<file path="src/rtl/scan_pkg.sv">
package scan_pkg;
    localparam int WORD_BYTES = 16;
    localparam int WORD_LSB   = $clog2(WORD_BYTES);

    typedef enum logic [1:0] {
        ST_IDLE      = 2'd0,
        ST_LINE_WAIT = 2'd1,
        ST_IN_LINE   = 2'd2
    } scan_state_e;
endpackage

</file>
<file path="src/rtl/scan_fmt_decode.sv">
module scan_fmt_decode #(
    parameter int FW = 16
) (
    input  logic [FW-1:0] fmt_code,
    output logic [2:0]    pix_bytes
);
    always_comb begin
        if (fmt_code == '0)
            pix_bytes = 3'd1;
        else if (fmt_code == FW'(1))
            pix_bytes = 3'd2;
        else
            pix_bytes = 3'd4;
    end
endmodule

</file>
<file path="src/rtl/scan_regs.sv">
module scan_regs #(
    parameter int AW = 32,
    parameter int SW = 16
) (
    input  logic          clk,
    input  logic          rst_n,
    input  logic          cfg_we,
    input  logic          cfg_sel,
    input  logic [AW-1:0] cfg_wdata,
    input  logic          latch,
    output logic [AW-1:0] stg_base,
    output logic [SW:0]   sh_stride,
    output logic [2:0]    sh_step
);
    import scan_pkg::*;
    localparam int FW = AW - SW;

    logic [SW-1:0] stg_stride;
    logic [FW-1:0] stg_fmt;
    logic [2:0]    stg_step;
    logic [SW:0]   stg_stride_pad;

    always_ff @(posedge clk) begin
        if (!rst_n) begin
            stg_base   <= '0;
            stg_stride <= '0;
            stg_fmt    <= '0;
        end else if (cfg_we) begin
            if (cfg_sel) begin
                stg_stride <= cfg_wdata[SW-1:0];
                stg_fmt    <= cfg_wdata[AW-1:SW];
            end else begin
                stg_base <= cfg_wdata;
            end
        end
    end

    scan_fmt_decode #(.FW(FW)) dec_i (
        .fmt_code  (stg_fmt),
        .pix_bytes (stg_step)
    );

    always_comb begin
        stg_stride_pad = ({1'b0, stg_stride} + (SW+1)'(WORD_BYTES - 1));
        stg_stride_pad[WORD_LSB-1:0] = '0;
    end

    always_ff @(posedge clk) begin
        if (!rst_n) begin
            sh_stride <= '0;
            sh_step   <= 3'd1;
        end else if (latch) begin
            sh_stride <= stg_stride_pad;
            sh_step   <= stg_step;
        end
    end
endmodule

</file>
<file path="src/rtl/scan_stepper.sv">
module scan_stepper #(
    parameter int AW = 32,
    parameter int SW = 16
) (
    input  logic                  clk,
    input  logic                  rst_n,
    input  logic                  frame_start,
    input  logic                  pix_valid,
    input  logic                  line_end,
    input  logic [AW-1:0]         stg_base,
    input  logic [SW:0]           sh_stride,
    input  logic [2:0]            sh_step,
    output scan_pkg::scan_state_e cur_state,
    output logic                  pix_addr_valid,
    output logic [AW-1:0]         pix_addr,
    output logic                  fetch_req,
    output logic [AW-1:0]         fetch_addr
);
    import scan_pkg::*;

    scan_state_e   state_q, state_d;
    logic [AW-1:0] line_q;
    logic [AW-1:0] ptr_q;
    logic [AW-1:0] next_line;
    logic          take_pix;
    logic          word_edge;

    assign cur_state = state_q;
    assign next_line = line_q + AW'(sh_stride);
    assign take_pix  = pix_valid && !frame_start && (state_q != ST_IDLE);
    assign word_edge = (ptr_q[WORD_LSB-1:0] == '0);

    always_comb begin
        state_d = state_q;
        unique case (state_q)
            ST_IDLE: begin
                if (frame_start) state_d = ST_LINE_WAIT;
            end
            ST_LINE_WAIT: begin
                if (frame_start)                 state_d = ST_LINE_WAIT;
                else if (pix_valid && !line_end) state_d = ST_IN_LINE;
            end
            ST_IN_LINE: begin
                if (frame_start)   state_d = ST_LINE_WAIT;
                else if (line_end) state_d = ST_LINE_WAIT;
            end
            default: state_d = ST_IDLE;
        endcase
    end

    always_ff @(posedge clk) begin
        if (!rst_n) state_q <= ST_IDLE;
        else        state_q <= state_d;
    end

    always_ff @(posedge clk) begin
        if (!rst_n) begin
            line_q <= '0;
            ptr_q  <= '0;
        end else if (frame_start) begin
            line_q <= stg_base;
            ptr_q  <= stg_base;
        end else if (state_q != ST_IDLE) begin
            if (line_end) begin
                line_q <= next_line;
                ptr_q  <= next_line;
            end else if (pix_valid) begin
                ptr_q <= ptr_q + AW'(sh_step);
            end
        end
    end

    always_ff @(posedge clk) begin
        if (!rst_n) begin
            pix_addr_valid <= 1'b0;
            pix_addr       <= '0;
            fetch_req      <= 1'b0;
            fetch_addr     <= '0;
        end else begin
            pix_addr_valid <= take_pix;
            fetch_req      <= take_pix && ((state_q == ST_LINE_WAIT) || word_edge);
            if (take_pix) begin
                pix_addr   <= ptr_q;
                fetch_addr <= {ptr_q[AW-1:WORD_LSB], {WORD_LSB{1'b0}}};
            end
        end
    end
endmodule

</file>
<file path="src/rtl/scan_addr_gen.sv">
module scan_addr_gen #(
    parameter int AW = 32,
    parameter int SW = 16
) (
    input  logic          clk,
    input  logic          rst_n,
    input  logic          cfg_we,
    input  logic          cfg_sel,
    input  logic [AW-1:0] cfg_wdata,
    input  logic          frame_start,
    input  logic          pix_valid,
    input  logic          line_end,
    output logic          pix_addr_valid,
    output logic [AW-1:0] pix_addr,
    output logic          fetch_req,
    output logic [AW-1:0] fetch_addr
);
    import scan_pkg::*;

    logic [AW-1:0] stg_base;
    logic [SW:0]   sh_stride;
    logic [2:0]    sh_step;
    scan_state_e   cur_state;

    scan_regs #(.AW(AW), .SW(SW)) regs_i (
        .clk       (clk),
        .rst_n     (rst_n),
        .cfg_we    (cfg_we),
        .cfg_sel   (cfg_sel),
        .cfg_wdata (cfg_wdata),
        .latch     (frame_start),
        .stg_base  (stg_base),
        .sh_stride (sh_stride),
        .sh_step   (sh_step)
    );

    scan_stepper #(.AW(AW), .SW(SW)) step_i (
        .clk            (clk),
        .rst_n          (rst_n),
        .frame_start    (frame_start),
        .pix_valid      (pix_valid),
        .line_end       (line_end),
        .stg_base       (stg_base),
        .sh_stride      (sh_stride),
        .sh_step        (sh_step),
        .cur_state      (cur_state),
        .pix_addr_valid (pix_addr_valid),
        .pix_addr       (pix_addr),
        .fetch_req      (fetch_req),
        .fetch_addr     (fetch_addr)
    );
endmodule

</file>
<file path="config.mk">
export PLATFORM = sky130hd
export DESIGN_NAME = scan_addr_gen
export DESIGN_NICKNAME = d
export VERILOG_FILES = /design/src/rtl/scan_pkg.sv /design/src/rtl/scan_fmt_decode.sv /design/src/rtl/scan_regs.sv /design/src/rtl/scan_stepper.sv /design/src/rtl/scan_addr_gen.sv
export SDC_FILE = /design/constraint.sdc
export NUM_CORES = 1
export LEC_CHECK = 0
export ABC_AREA = 1
export BUFFER_PORTS_ARGS = -buffer_cell sky130_fd_sc_hd__buf_2
export CAP_MARGIN = 40
export CORE_ASPECT_RATIO = 1.4
export CORE_MARGIN = 2
export CORE_UTILIZATION = 60
export CTS_CLUSTER_SIZE = 24
export DETAILED_ROUTE_END_ITERATION = 8
export PLACE_DENSITY = 0.81
export SYNTH_ARGS = -nofsm -noshare
export SYNTH_HDL_FRONTEND = slang
export SYNTH_SLANG_ARGS = --single-unit
export TNS_END_PERCENT = 100
</file>
<file path="constraint.sdc">
create_clock -name clk -period 3.1 [get_ports clk]
set_clock_uncertainty 0.15 [all_clocks]
set_input_delay 0 -clock clk [delete_from_list [all_inputs] [get_ports clk]]
set_output_delay 0 -clock clk [all_outputs]
set_load 0.02 [all_outputs]
</file>
# Word-level counts from Yosys, hierarchy flattened
# Cells that the tools add are included.
# Widths: inputs -> output; s select.
# classes
mux	15
addsub	3
n_eq_ne	6
reduce_logical	19
bitwise_logic	1
# op_table
op	n
$mux 32	7
$add 32x17->32	1
$add 32x3->32	1
$add 16x4->17 const B	1
$eq 16x1->1 const B	1
$logic_not 16->1	1
$mux 2	5
$reduce_and 2->1	4
$mux 3	2
$pmux 2 s3	1
$reduce_bool 2->1	3
$logic_and 1x1->1	4
$logic_not 4->1	1
$ne 3x2->1 const B	1
$ne 3x3->1 const B	1
$reduce_and 3->1	1
$reduce_bool 3->1	1
$eq 2x1->1 const B	1
$eq 2x2->1 const B	1
$logic_not 1->1	2
$logic_not 2->1	1
$ne 2x2->1 const B	1
$logic_or 1x1->1	1
$not 1->1	1
# totals
regBits	208
word_cells	56
in_bits	39
out_inout_bits	66

# Depth between registers and ports, before layout
# Gate-level depths: netlist of run 1.
# depth
word_depth	5
mapped_depth	16
depth_no_buf	16

# Modules after synthesis
# From an unflattened synthesis of run 1, not the netlist that was laid out.
# unflattened
cells_unflattened	1539
hier_area_um2	10153.5
# modules_own_cells
module	area_each_um2	seq_area_each_um2	cells_per_inst	n_inst
scan_stepper	6930.4	2001.9	1090	1
scan_regs	3135.5	1601.5	428	1
scan_fmt_decode	87.6	0.0	21	1

# Least setup slack after synthesis of run 1
# OpenSTA, ideal clock, no wires.
# synth_timing
path_type	reg2reg
start	register step_i.ptr_q[0]
end	register step_i.ptr_q[20]
setup_slack_ps	978
path_stages_with_launch	16
path_buffers	0
arrival_time_ps	1863
t_required_ps	2841
cell_sequence	dfxtp_1 -> ha_1 -> inv_1 -> fa_1 -> inv_1 -> nand2_1 -> nand2_1 -> nand2_1 -> inv_2 -> nand4_1 -> nor2_2 -> nand3_1 -> nand3_1 -> nand3_1 -> nand2_1 -> inv_1
# synth_between
elab_chain_cells	5
# synth_rtl
item	line_no	source
start, declared	scan_stepper.sv:23	logic [AW-1:0] ptr_q;
start signal, assigned	scan_stepper.sv:62	ptr_q <= stg_base;
start signal, assigned	scan_stepper.sv:66	ptr_q <= next_line;
start signal, assigned	scan_stepper.sv:68	ptr_q <= ptr_q + AW'(sh_step);
$add 32x3->32	scan_stepper.sv:68	
$mux 32	scan_stepper.sv:67	end else if (pix_valid) begin
$mux 32	scan_stepper.sv:64	if (line_end) begin
$mux 32	scan_stepper.sv:63	end else if (state_q != ST_IDLE) begin
$mux 32	scan_stepper.sv:60	end else if (frame_start) begin
# Every way passes these cells. The select of a mux whose other input is x is not followed.
# A chain may end at the register's enable or synchronous reset.

# Worst setup path in the final report of run 1
# layout_timing
start	register step_i.ptr_q[0]
end	register step_i.ptr_q[22]
# Same word-level chain as after synthesis.

==> summary.md, run 1 <==
| Metric | Value |
|---|---|
| Place WS | `0.585 ns` |
| Post-synth EDFFs | `0` |
| Fin util | `around 70%` |
| Clock sinks | `180` |
| Net Switching | `roughly 1.7 mW` |
| Die ar. | `between 0.015 and 0.02 mm²` |
| Fmax | `around 380 MHz` |
| Hold_buf cts | `46` |
| Resize count post-CTS | `0` |
| Ant diodes | `0` |
| Worst R2R Path Depth | `15` |
| First-pass GRT wire length | `around 46000 µm` |
| Hold depth | `4` |
| HP Class | `primary input to register` |
| Async S/R FF share, synth | `0%` |
| Total power | `between 5 and 6 mW` |
| TritonCTS clock tree | `yes` |
| Postcts setup bufs | `0` |
| IO Count | `about 110` |
| ANT nets after route | `0` |
| Core area | `between 0.015 and 0.02 mm²` |
| Distinct cells, synth | `48` |
| Most frequent cells in the layout | `nand2_1 (286), dfxtp_1 (180), nor2_1 (176)` |
| Root buffer cell | `clkbuf_16` |
| Num CTS Buffers | `17` |
| TNS Setup | `0 ns` |
| Final Worst Setup Slack | `about 0.49 ns` |
| Port bufs | `100` |
| Clock Path Buffers | `2` |
| Switching Share | `between 20% and 30%` |
| Measured slew at the worst slew-check pin | `0.626 ns` |
| PwrDens | `approximately 520 mW/mm²` |
| Syn Std Cell Area | `around 0.01 mm²` |
| GR Util All Layers | `~33%` |
| Site Rows | `55` |
| Final wirelength | `approximately 29000 µm` |
| WHS | `a little under 0.03 ns` |
| Startpoint types | `register` |
| Post-route DRC violation count | `0` |
| Fraction of layout cells with a size suffix above 1 | `around 11%` |
| Clock latency on the worst-skew pair | `0.44 ns` |
| #FFs+latches synth | `180` |
| Clk pwr share | `between 30% and 40%` |
| GRT Residual Overflow | `0` |
| Most common cell after layout, fill and taps aside | `nand2_1` |
| Combinational share of power | `between 10% and 20%` |
| Clock-pin slew on the worst setup and hold paths | `around 0.07 ns` |
| NumNets Final | `1630` |
| Die Ht | `156 µm` |
| Global-route track usage on met3 | `between 5 and 6%` |
| Die Wd | `approximately 110 µm` |
| Worst Path Max Fanout | `5` |
| Initial antenna violation count | `0` |
| GRT met1 Usage | `about two fifths` |
| Final slew viol count | `0` |
| Seq/Total Area, Yosys | `around 37%` |
| Wire per inst | `about 16 µm` |
| Crit-path cells | `ha_1 > inv_1 > fa_1 > inv_1 > nand2_1 > nand2_1 > nand2_1 > inv_2 > nand4_1 > nor2_2 > nand4_1 > nand3_1 > nand3_1 > nand2_1 > inv_1` |
| Global route hottest layer | `met2` |
| Ys flop type | `dfxtp_1` |
| Unrepaired setup endpoints after global routing | `no` |
| DP Wirelength | `20400 µm` |
| Vias per cell | `approximately 5.7` |
| M2 GR Usage | `between 50 and 60%` |
| Worst path max stage delay | `0.39 ns` |
| Final setup vio count | `0` |
| Crit-path most repeated cell | `nand2_1` |
| Largest net degree at the start of global routing | `between 100 and 150` |
| Critical path endpoint category | `register` |
| Max_slew headroom | `a little under 60%` |
| DR pass1 iterations | `5` |
| Yosys Warn Count | `0` |
| Post-synthesis instance total | `about 1500` |
| P&R area growth vs syn | `14.7%` |
| Synthesized area per cell | `between 6 and 7 µm²` |
| Worst path required time | `about 3.3 ns` |
| Power Internal | `between 4 and 5 mW` |
| Gpl congestion | `roughly 0.96` |
| Max IR drop VDD | `334 µV` |
| Routed via count | `10100` |
| Vias in the first global route | `9444` |
| Lkg Pwr | `approximately 5.2 nW` |
| Initial Utilization | `61.2%` |
| Min cycle time layout | `roughly 2.6 ns` |
| Final Cycle Share | `84.2%` |
| Crit path DAT | `2.80 ns` |
| Crit Path Category | `register to register` |
| Initial detailed-routing violation count | `about 770` |
| Crit path buf inv count | `4` |
| Max stage delay cell, worst path | `dfxtp_1` |
| Reg power frac | `between 40% and 50%` |
| Delay-heaviest family, CP | `simple AND/OR/NAND/NOR gates` |
| Cell depth of the worst setup path | `15` |
| Status | `finished clean` |
| Final hold vios | `0` |
| Max-Cap Viols | `0` |
| H-Tree Depth | `4` |
## layer usage
layer,vias up,share of wire (%)
met5,-,0
met3,83,6.5
met2,443,48
met4,0,4.1
li1,5046,-
met1,4567,41
## state kept, by name, summed over array words and instances (netlist names)
| register | count |
|---|---|
| step_i.ptr_q | 32 |
| regs_i.stg_stride | 16 |
| step_i.pix_addr_valid | 1 |
| regs_i.stg_base | 32 |
| regs_i.sh_step | 3 |
| step_i.line_q | 32 |
| step_i.cur_state | 2 |
| step_i.fetch_req | 1 |
| step_i.pix_addr | 32 |
| regs_i.sh_stride | 13 |
| regs_i.stg_fmt | 16 |
## Yosys cell counts, types with 15 or more instances
library cell  number  share of area, %
a21oi_1          137               7.0
a31oi_1           15              0.95
buf_4             34               2.6
clkbuf_1          46               1.8
dfxtp_1          180                37
ha_1              16               2.0
inv_1            156               5.9
nand2_1          286                11
nand3_1          107               5.4
nand4_1           22               1.4
nor2_1           176               6.7
nor3_1            31               1.6
o21ai_0          175               8.9
## metrics by stage
step,cell area (µm²),instances
final,11300,1784
after floorplan,9870,1493
after CTS,11300,1784
after global placement,10200,1706
after detailed placement,10300,1707
after global routing,11300,1784
## power groups by stage
stage                     Sequential (mW)  Clock [mW]  Combinational, mW
after floorplan                      2.68           0              0.682
after global placement               2.69           0              0.912
after detailed placement             2.69           0              0.931
after CTS                            2.65        2.23              0.987
after global routing                 2.67        2.32               1.12
final                                2.65        2.21               1.00
## area by class of cell
class                           count  area, µm²
Sequential cell                   180       3600
Fill cell                        1399       4790
Multi-Input combinational cell   1049       5150
Tap cell                          199        249
Clock inverter                     12        155
Clock buffer                       19        443
Inverter                          166        623
Timing Repair Buffer              159       1090
## kinds of logic after synthesis
family	after synthesis	share of synthesized area (%)
xor+xnor	15	1.33
simple gates	660	29.3
compound gates	350	18.7
buf+inv	264	11.5
flops	180	36.5
mux	2	0.203
other cells	1	0.0380
fa+ha+maj	18	2.44
## path summary, 6_finish.rpt
path                                  startpoint                    to  slack, ns
worst max register to register   step_i.ptr_q[0]      step_i.ptr_q[22]       0.49
worst min-delay path                      cfg_we  regs_i.stg_stride[8]       0.03
worst max-delay path             step_i.ptr_q[0]      step_i.ptr_q[22]       0.49
worst min register to register  step_i.line_q[1]      step_i.line_q[1]       0.31
## worst register-to-register path, cell delays in order (launching register included)
cell	delay, ns
dfxtp_1	0.39
ha_1	0.20
inv_1	0.06
fa_1	0.39
inv_1	0.10
nand2_1	0.08
nand2_1	0.10
nand2_1	0.12
inv_2	0.11
nand4_1	0.19
nor2_2	0.24
nand4_1	0.13
nand3_1	0.10
nand3_1	0.08
nand2_1	0.06
inv_1	0.03
No activity file was read; power rests on OpenSTA's default activity.
==> inputs of run 2 (changes only) <==
==> constraint.sdc (replaced) <==
create_clock -name clk -period 2.6 [get_ports clk]
set_clock_uncertainty 0.15 [all_clocks]
set_input_delay 0 -clock clk [delete_from_list [all_inputs] [get_ports clk]]
set_output_delay 0 -clock clk [all_outputs]
set_load 0.02 [all_outputs]
==> summary.md, run 2 (synthesis results as in run 1) <==
| Metric | Value |
|---|---|
| Status | `finished clean` |
| Final wirelength | `around 29000 µm` |
| Largest net degree at the start of global routing | `63` |
| Worst path required time | `2.78 ns` |
| Final Worst Setup Slack | `~0.17 ns` |
| NumNets Final | `1634` |
| Final slew viol count | `0` |
| Clock-pin slew on the worst setup and hold paths | `approximately 0.070 ns` |
| DR pass1 iterations | `5` |
| Hold depth | `5` |
| Site Rows | `between 50 and 60` |
| GRT Residual Overflow | `0` |
| Final Cycle Share | `93.3%` |
| GR Util All Layers | `33.1%` |
| DP Wirelength | `just over 20000 µm` |
| TNS Setup | `0 ns` |
| Worst Path Max Fanout | `5` |
| P&R area growth vs syn | `15.2%` |
| Fmax | `roughly 410 MHz` |
| Wire per inst | `~16 µm` |
| Place WS | `0.122 ns` |
| HP Class | `primary input to register` |
| WHS | `0.0529 ns` |
| Min-delay src | `cfg_sel` |
| Vias in the first global route | `just under 10000` |
| Unrepaired setup endpoints after global routing | `no` |
| Worst hold path endpoint | `regs_i.stg_base[19]` |
| Worst R2R Path Depth | `15` |
| Max stage delay cell, worst path | `dfxtp_2` |
| Critical path endpoint category | `register` |
| Crit Path Category | `register to register` |
| Final setup vio count | `0` |
| Post-route cell area | `approximately 0.011 mm²` |
| Worst path max stage delay | `between 0.3 and 0.4 ns` |
| Vias per cell | `5.72` |
| Crit path buf inv count | `4` |
| DP Cell Count | `1708` |
| Most frequent cells in the layout | `nand2_1 (284), dfxtp_1 (179), nor2_1 (176)` |
| Most common cell after layout, fill and taps aside | `nand2_1` |
| Clock Path Buffers | `2` |
| Final hold vios | `0` |
| Max_slew headroom | `between 50% and 60%` |
| IO Count | `about 110` |
| H-Tree Depth | `4` |
| Measured slew at the worst slew-check pin | `about 0.67 ns` |
| Startpoint types | `register` |
| Fin util | `a little over 70%` |
| First-pass GRT wire length | `46900 µm` |
| Port bufs | `100` |
| Max IR drop VDD | `431 µV` |
| Delay-heaviest family, CP | `simple AND/OR/NAND/NOR gates` |
| Root buffer cell | `clkbuf_16` |
| Post-route DRC violation count | `0` |
| Die Wd | `approximately 110 µm` |
| Routed via count | `10200` |
| Total power | `around 6.9 mW` |
| Lkg Pwr | `5.22 nW` |
| Clock sinks | `180` |
| R2r endpoint | `step_i.ptr_q[20]` |
| Initial detailed-routing violation count | `roughly 680` |
| Fraction of layout cells with a size suffix above 1 | `between 10% and 20%` |
| Core area | `approximately 0.016 mm²` |
| Initial Utilization | `around three fifths` |
| Num CTS Buffers | `17` |
| Gpl congestion | `approximately 1` |
| PwrDens | `around 610 mW/mm²` |
| Min cycle time layout | `~2.4 ns` |
| Max-Cap Viols | `0` |
| Final std cells w/o fill | `roughly 1800` |
| Crit-path most repeated cell | `nand3_1` |
| Crit path DAT | `2.61 ns` |
| Crit-path cells | `ha_1 > inv_1 > fa_2 > inv_2 > nand2_1 > nand2_2 > nand2_2 > inv_2 > nand4_1 > nor2_4 > nand3_1 > nand3_1 > nand3_1 > nand2_1 > inv_1` |
| Reg2reg setup slack | `0.17 ns` |
| Die Ht | `156 µm` |
| Filler instances | `approximately 1400` |
| Die ar. | `between 0.015 and 0.02 mm²` |
| ANT nets after route | `0` |
| Ant diodes | `0` |
| Initial antenna violation count | `0` |
| R2R Path Start | `step_i.ptr_q[0]` |
| TritonCTS clock tree | `yes` |
| Clock latency on the worst-skew pair | `0.44 ns` |
| Placed inst area | `roughly 0.010 mm²` |
==> run 2: cell types whose count changed in the layout (fill, tap and decap cells not counted), moves of 2 or more <==
cell           before  now
nand2_2             4    6
dlygate4sd3_1      46   49
nand2_1           286  284
clkinv_2            4    2
clkbuf_8            1    5
bufinv_16           3    1
==> run 2: worst reg2reg max path, stage by stage (launching register included) <==
cell     delay [ns]
dfxtp_2        0.36
ha_1           0.17
inv_1          0.06
fa_2           0.34
inv_2          0.07
nand2_1        0.08
nand2_2        0.09
nand2_2        0.08
inv_2          0.10
nand4_1        0.23
nor2_4         0.23
nand3_1        0.09
nand3_1        0.09
nand3_1        0.08
nand2_1        0.06
inv_1          0.04
==> run 2: worst max path at each step <==
stage / start / end / slack, ns / cells after the start
2_1_floorplan: step_i.ptr_q[0] / step_i.ptr_q[20] / 0.48 / 15
3_3_place_gp: step_i.ptr_q[0] / step_i.ptr_q[20] / 0.26 / 15
3_5_place_dp: step_i.ptr_q[0] / step_i.ptr_q[20] / 0.12 / 15
4_1_cts: step_i.ptr_q[0] / step_i.ptr_q[20] / 0.07 / 15
5_1_grt: step_i.ptr_q[0] / step_i.ptr_q[22] / 0.03 / 15
6_report: step_i.ptr_q[0] / step_i.ptr_q[20] / 0.17 / 15
==> run 2: layout make-up <==
class | count | area, µm² | area share (%)
clock buffer | 22 | 494 | 4.35
clock inverter | 9 | 93.8 | 0.826
inverter | 166 | 623 | 5.49
multi-input combinational | 1049 | 5160 | 45.4
sequential | 180 | 3600 | 31.7
tap | 199 | 249 | 2.19
timing repair buffer | 163 | 1130 | 9.96
==> run 2: power breakdown <==
part | total [mW] | internal (mW) | leakage (nW) | switching (mW)
combinational | 1.20 | 0.420 | 3.44 | 0.781
clock | 2.57 | 1.45 | 0.291 | 1.12
sequential | 3.16 | 2.97 | 1.48 | 0.191
==> run 2: repair_timing <==
action                                  CTS  global route
buffers inserted                          0             0
hold buffers                             49             0
resized for setup                         0             6
endpoints found under the hold margin   118             0
endpoints found under the setup margin    0             7
==> run 2: per-layer routing <==
metal / wire [µm] / share of wire [%] / track usage, %
met1: 11800 / 41 / 40.3
met2: 14100 / 49 / 57.7
met4: 1190 / 4.1 / 15.4
met3: 1780 / 6.2 / 4.82
met5: 0 / 0 / 0
==> inputs of run 3 (changes only) <==
--- a/config.mk
+++ b/config.mk
@@ -13,7 +13,7 @@
 export CORE_UTILIZATION = 60
 export CTS_CLUSTER_SIZE = 24
 export DETAILED_ROUTE_END_ITERATION = 8
-export PLACE_DENSITY = 0.81
+export PLACE_DENSITY = 0.82
 export SYNTH_ARGS = -nofsm -noshare
 export SYNTH_HDL_FRONTEND = slang
 export SYNTH_SLANG_ARGS = --single-unit
==> summary.md, run 3 (synthesis results as in run 1) <==
| Metric | Value |
|---|---|
| Status | `finished clean` |
| Root buffer cell | `clkbuf_16` |
| Crit. Startpoint | `step_i.ptr_q[0]` |
| Post-route cell area | `around 0.011 mm²` |
| Placed inst area | `~0.010 mm²` |
| Largest net degree at the start of global routing | `75` |
| P&R area growth vs syn | `13.7%` |
| Max_slew headroom | `a little under three fifths` |
| Vias per cell | `5.77` |
| Delay-heaviest family, CP | `simple AND/OR/NAND/NOR gates` |
| Final setup vio count | `0` |
| Max-Cap Viols | `0` |
| Crit-path most repeated cell | `nand2_1` |
| Worst hold path endpoint | `regs_i.stg_base[28]` |
| Clock sinks | `between 150 and 200` |
| H-Tree Depth | `4` |
| HP Class | `primary input to register` |
| Most frequent cells in the layout | `nand2_1 (286), dfxtp_1 (179), nor2_1 (176)` |
| GR Util All Layers | `about a third` |
| DP Cell Count | `approximately 1700` |
| Min cycle time layout | `2.47 ns` |
| Crit Path Category | `register to register` |
| Die Ht | `about 160 µm` |
| Port bufs | `100` |
| PwrDens | `around 620 mW/mm²` |
| Max IR drop VDD | `519 µV` |
| Wire per inst | `between 15 and 20 µm` |
| Gpl congestion | `between 0.9 and 1` |
| GRT Residual Overflow | `0` |
| Crit path DAT | `2.66 ns` |
| Worst path required time | `between 2 and 3 ns` |
| Measured slew at the worst slew-check pin | `between 0.6 and 0.7 ns` |
| Clock Path Buffers | `2` |
| First-pass GRT wire length | `45900 µm` |
| Net Switching | `around 2.1 mW` |
| Worst R2R Path Depth | `15` |
| Final wirelength | `around 29000 µm` |
| Unrepaired setup endpoints after global routing | `no` |
| NumNets Final | `1621` |
| Site Rows | `55` |
| Worst path max stage delay | `about 0.39 ns` |
| Lkg Pwr | `5.14 nW` |
| IO Count | `about 110` |
| Postcts setup bufs | `0` |
| Worst Path Max Fanout | `5` |
| R2r endpoint | `step_i.ptr_q[24]` |
| Combinational share of power | `between 10% and 20%` |
| TNS Setup | `0 ns` |
| Clock latency on the worst-skew pair | `between 0.4 and 0.5 ns` |
| ANT nets after route | `0` |
| Max stage delay cell, worst path | `fa_1` |
| Initial antenna violation count | `0` |
| Reg power frac | `roughly 45%` |
| R2R Path Start | `step_i.ptr_q[0]` |
| Post-route DRC violation count | `0` |
| Min-delay src | `cfg_sel` |
| Initial Utilization | `between 60% and 70%` |
| Fraction of layout cells with a size suffix above 1 | `a little under an eighth` |
| Startpoint types | `register` |
| Die Wd | `roughly 110 µm` |
| Fin util | `69.6%` |
| Most common cell after layout, fill and taps aside | `nand2_1` |
| DP Wirelength | `20500 µm` |
| Ant diodes | `0` |
| Routed via count | `between 10000 and 15000` |
| Vias in the first global route | `around 9400` |
| Critical path endpoint category | `register` |
| Hold depth | `5` |
| TritonCTS clock tree | `yes` |
| Switching Share | `29.5%` |
| Num CTS Buffers | `17` |
| Final slew viol count | `0` |
| DR pass1 iterations | `6` |
| Crit path buf inv count | `4` |
| Final hold vios | `0` |
| Fmax | `404 MHz` |
| Final Cycle Share | `95.1%` |
| Final std cells w/o fill | `about 1800` |
| Total power | `6.96 mW` |
| Power Internal | `slightly below 5 mW` |
| Crit-path cells | `ha_1 > inv_1 > fa_1 > inv_1 > nand2_1 > nand2_1 > nand2_1 > inv_2 > nand4_1 > nor2_4 > nand4_1 > nand3_1 > nand3_1 > nand2_1 > inv_1` |
| Initial detailed-routing violation count | `about 850` |
| Clock-pin slew on the worst setup and hold paths | `around 0.070 ns` |
| Reg2reg setup slack | `approximately 0.13 ns` |
| Core area | `around 0.016 mm²` |
| Die ar. | `around 0.017 mm²` |
| Clk pwr share | `between 30% and 40%` |
## run 3: stage by stage
stage | hold WS, ns | setup slack, ns
global placement | 0.0857 | 0.271
finish | 0.0464 | 0.127
global route | 0.0644 | 0.00836
CTS | 0.0233 | 0.116
floorplan | -0.0151 | 0.478
detailed placement | 0.0900 | 0.156
## run 3: area by class of cell
class | count | area [µm²]
Clock buffer | 18 | 439
Clock inverter | 12 | 153
Fill cell | 1399 | 4890
Inverter | 166 | 623
Multi-Input combinational cell | 1049 | 5150
Sequential cell | 180 | 3600
Tap cell | 199 | 249
Timing Repair Buffer | 150 | 991
## run 3: worst register-to-register path, cell delays in order (launching register included)
cell,delay (ns)
dfxtp_2,0.35
ha_1,0.17
inv_1,0.06
fa_1,0.39
inv_1,0.09
nand2_1,0.06
nand2_1,0.10
nand2_1,0.13
inv_2,0.11
nand4_1,0.19
nor2_4,0.22
nand4_1,0.09
nand3_1,0.08
nand3_1,0.08
nand2_1,0.07
inv_1,0.04
## run 3: power groups by stage
| stage | registers (mW) | clock network, mW | logic (mW) |
|---|---|---|---|
| floorplan | 3.20 | 0 | 0.813 |
| global placement | 3.20 | 0 | 1.10 |
| detailed placement | 3.21 | 0 | 1.11 |
| CTS | 3.15 | 2.66 | 1.17 |
| global route | 3.18 | 2.76 | 1.32 |
| finish | 3.16 | 2.62 | 1.18 |
## run 3: routing by layer
| layer | up-vias | GRT usage (%) | wire length (µm) |
|---|---|---|---|
| met5 | - | 0 | 0 |
| li1 | 5021 | - | - |
| met1 | 4690 | 38.3 | 11600 |
| met2 | 452 | 58.4 | 14100 |
| met4 | 0 | 14.5 | 1040 |
| met3 | 76 | 4.90 | 1830 |
## run 3: timing repair
| item | 4_1_cts | 5_1_grt |
|---|---|---|
| setup endpoints to repair | 0 | 3 |
| resized for setup | 0 | 2 |
| hold buffers | 37 | 0 |
| hold endpoints to repair | 104 | 0 |
## run 3: how the worst max path moves through the flow
| stage | endpoint | depth (start not counted) |
|---|---|---|
| 2_1_floorplan | step_i.ptr_q[20] | 15 |
| 3_3_place_gp | step_i.ptr_q[20] | 15 |
| 3_5_place_dp | step_i.ptr_q[24] | 15 |
| 4_1_cts | step_i.ptr_q[24] | 15 |
| 5_1_grt | step_i.ptr_q[22] | 15 |
| 6_report | step_i.ptr_q[24] | 15 |
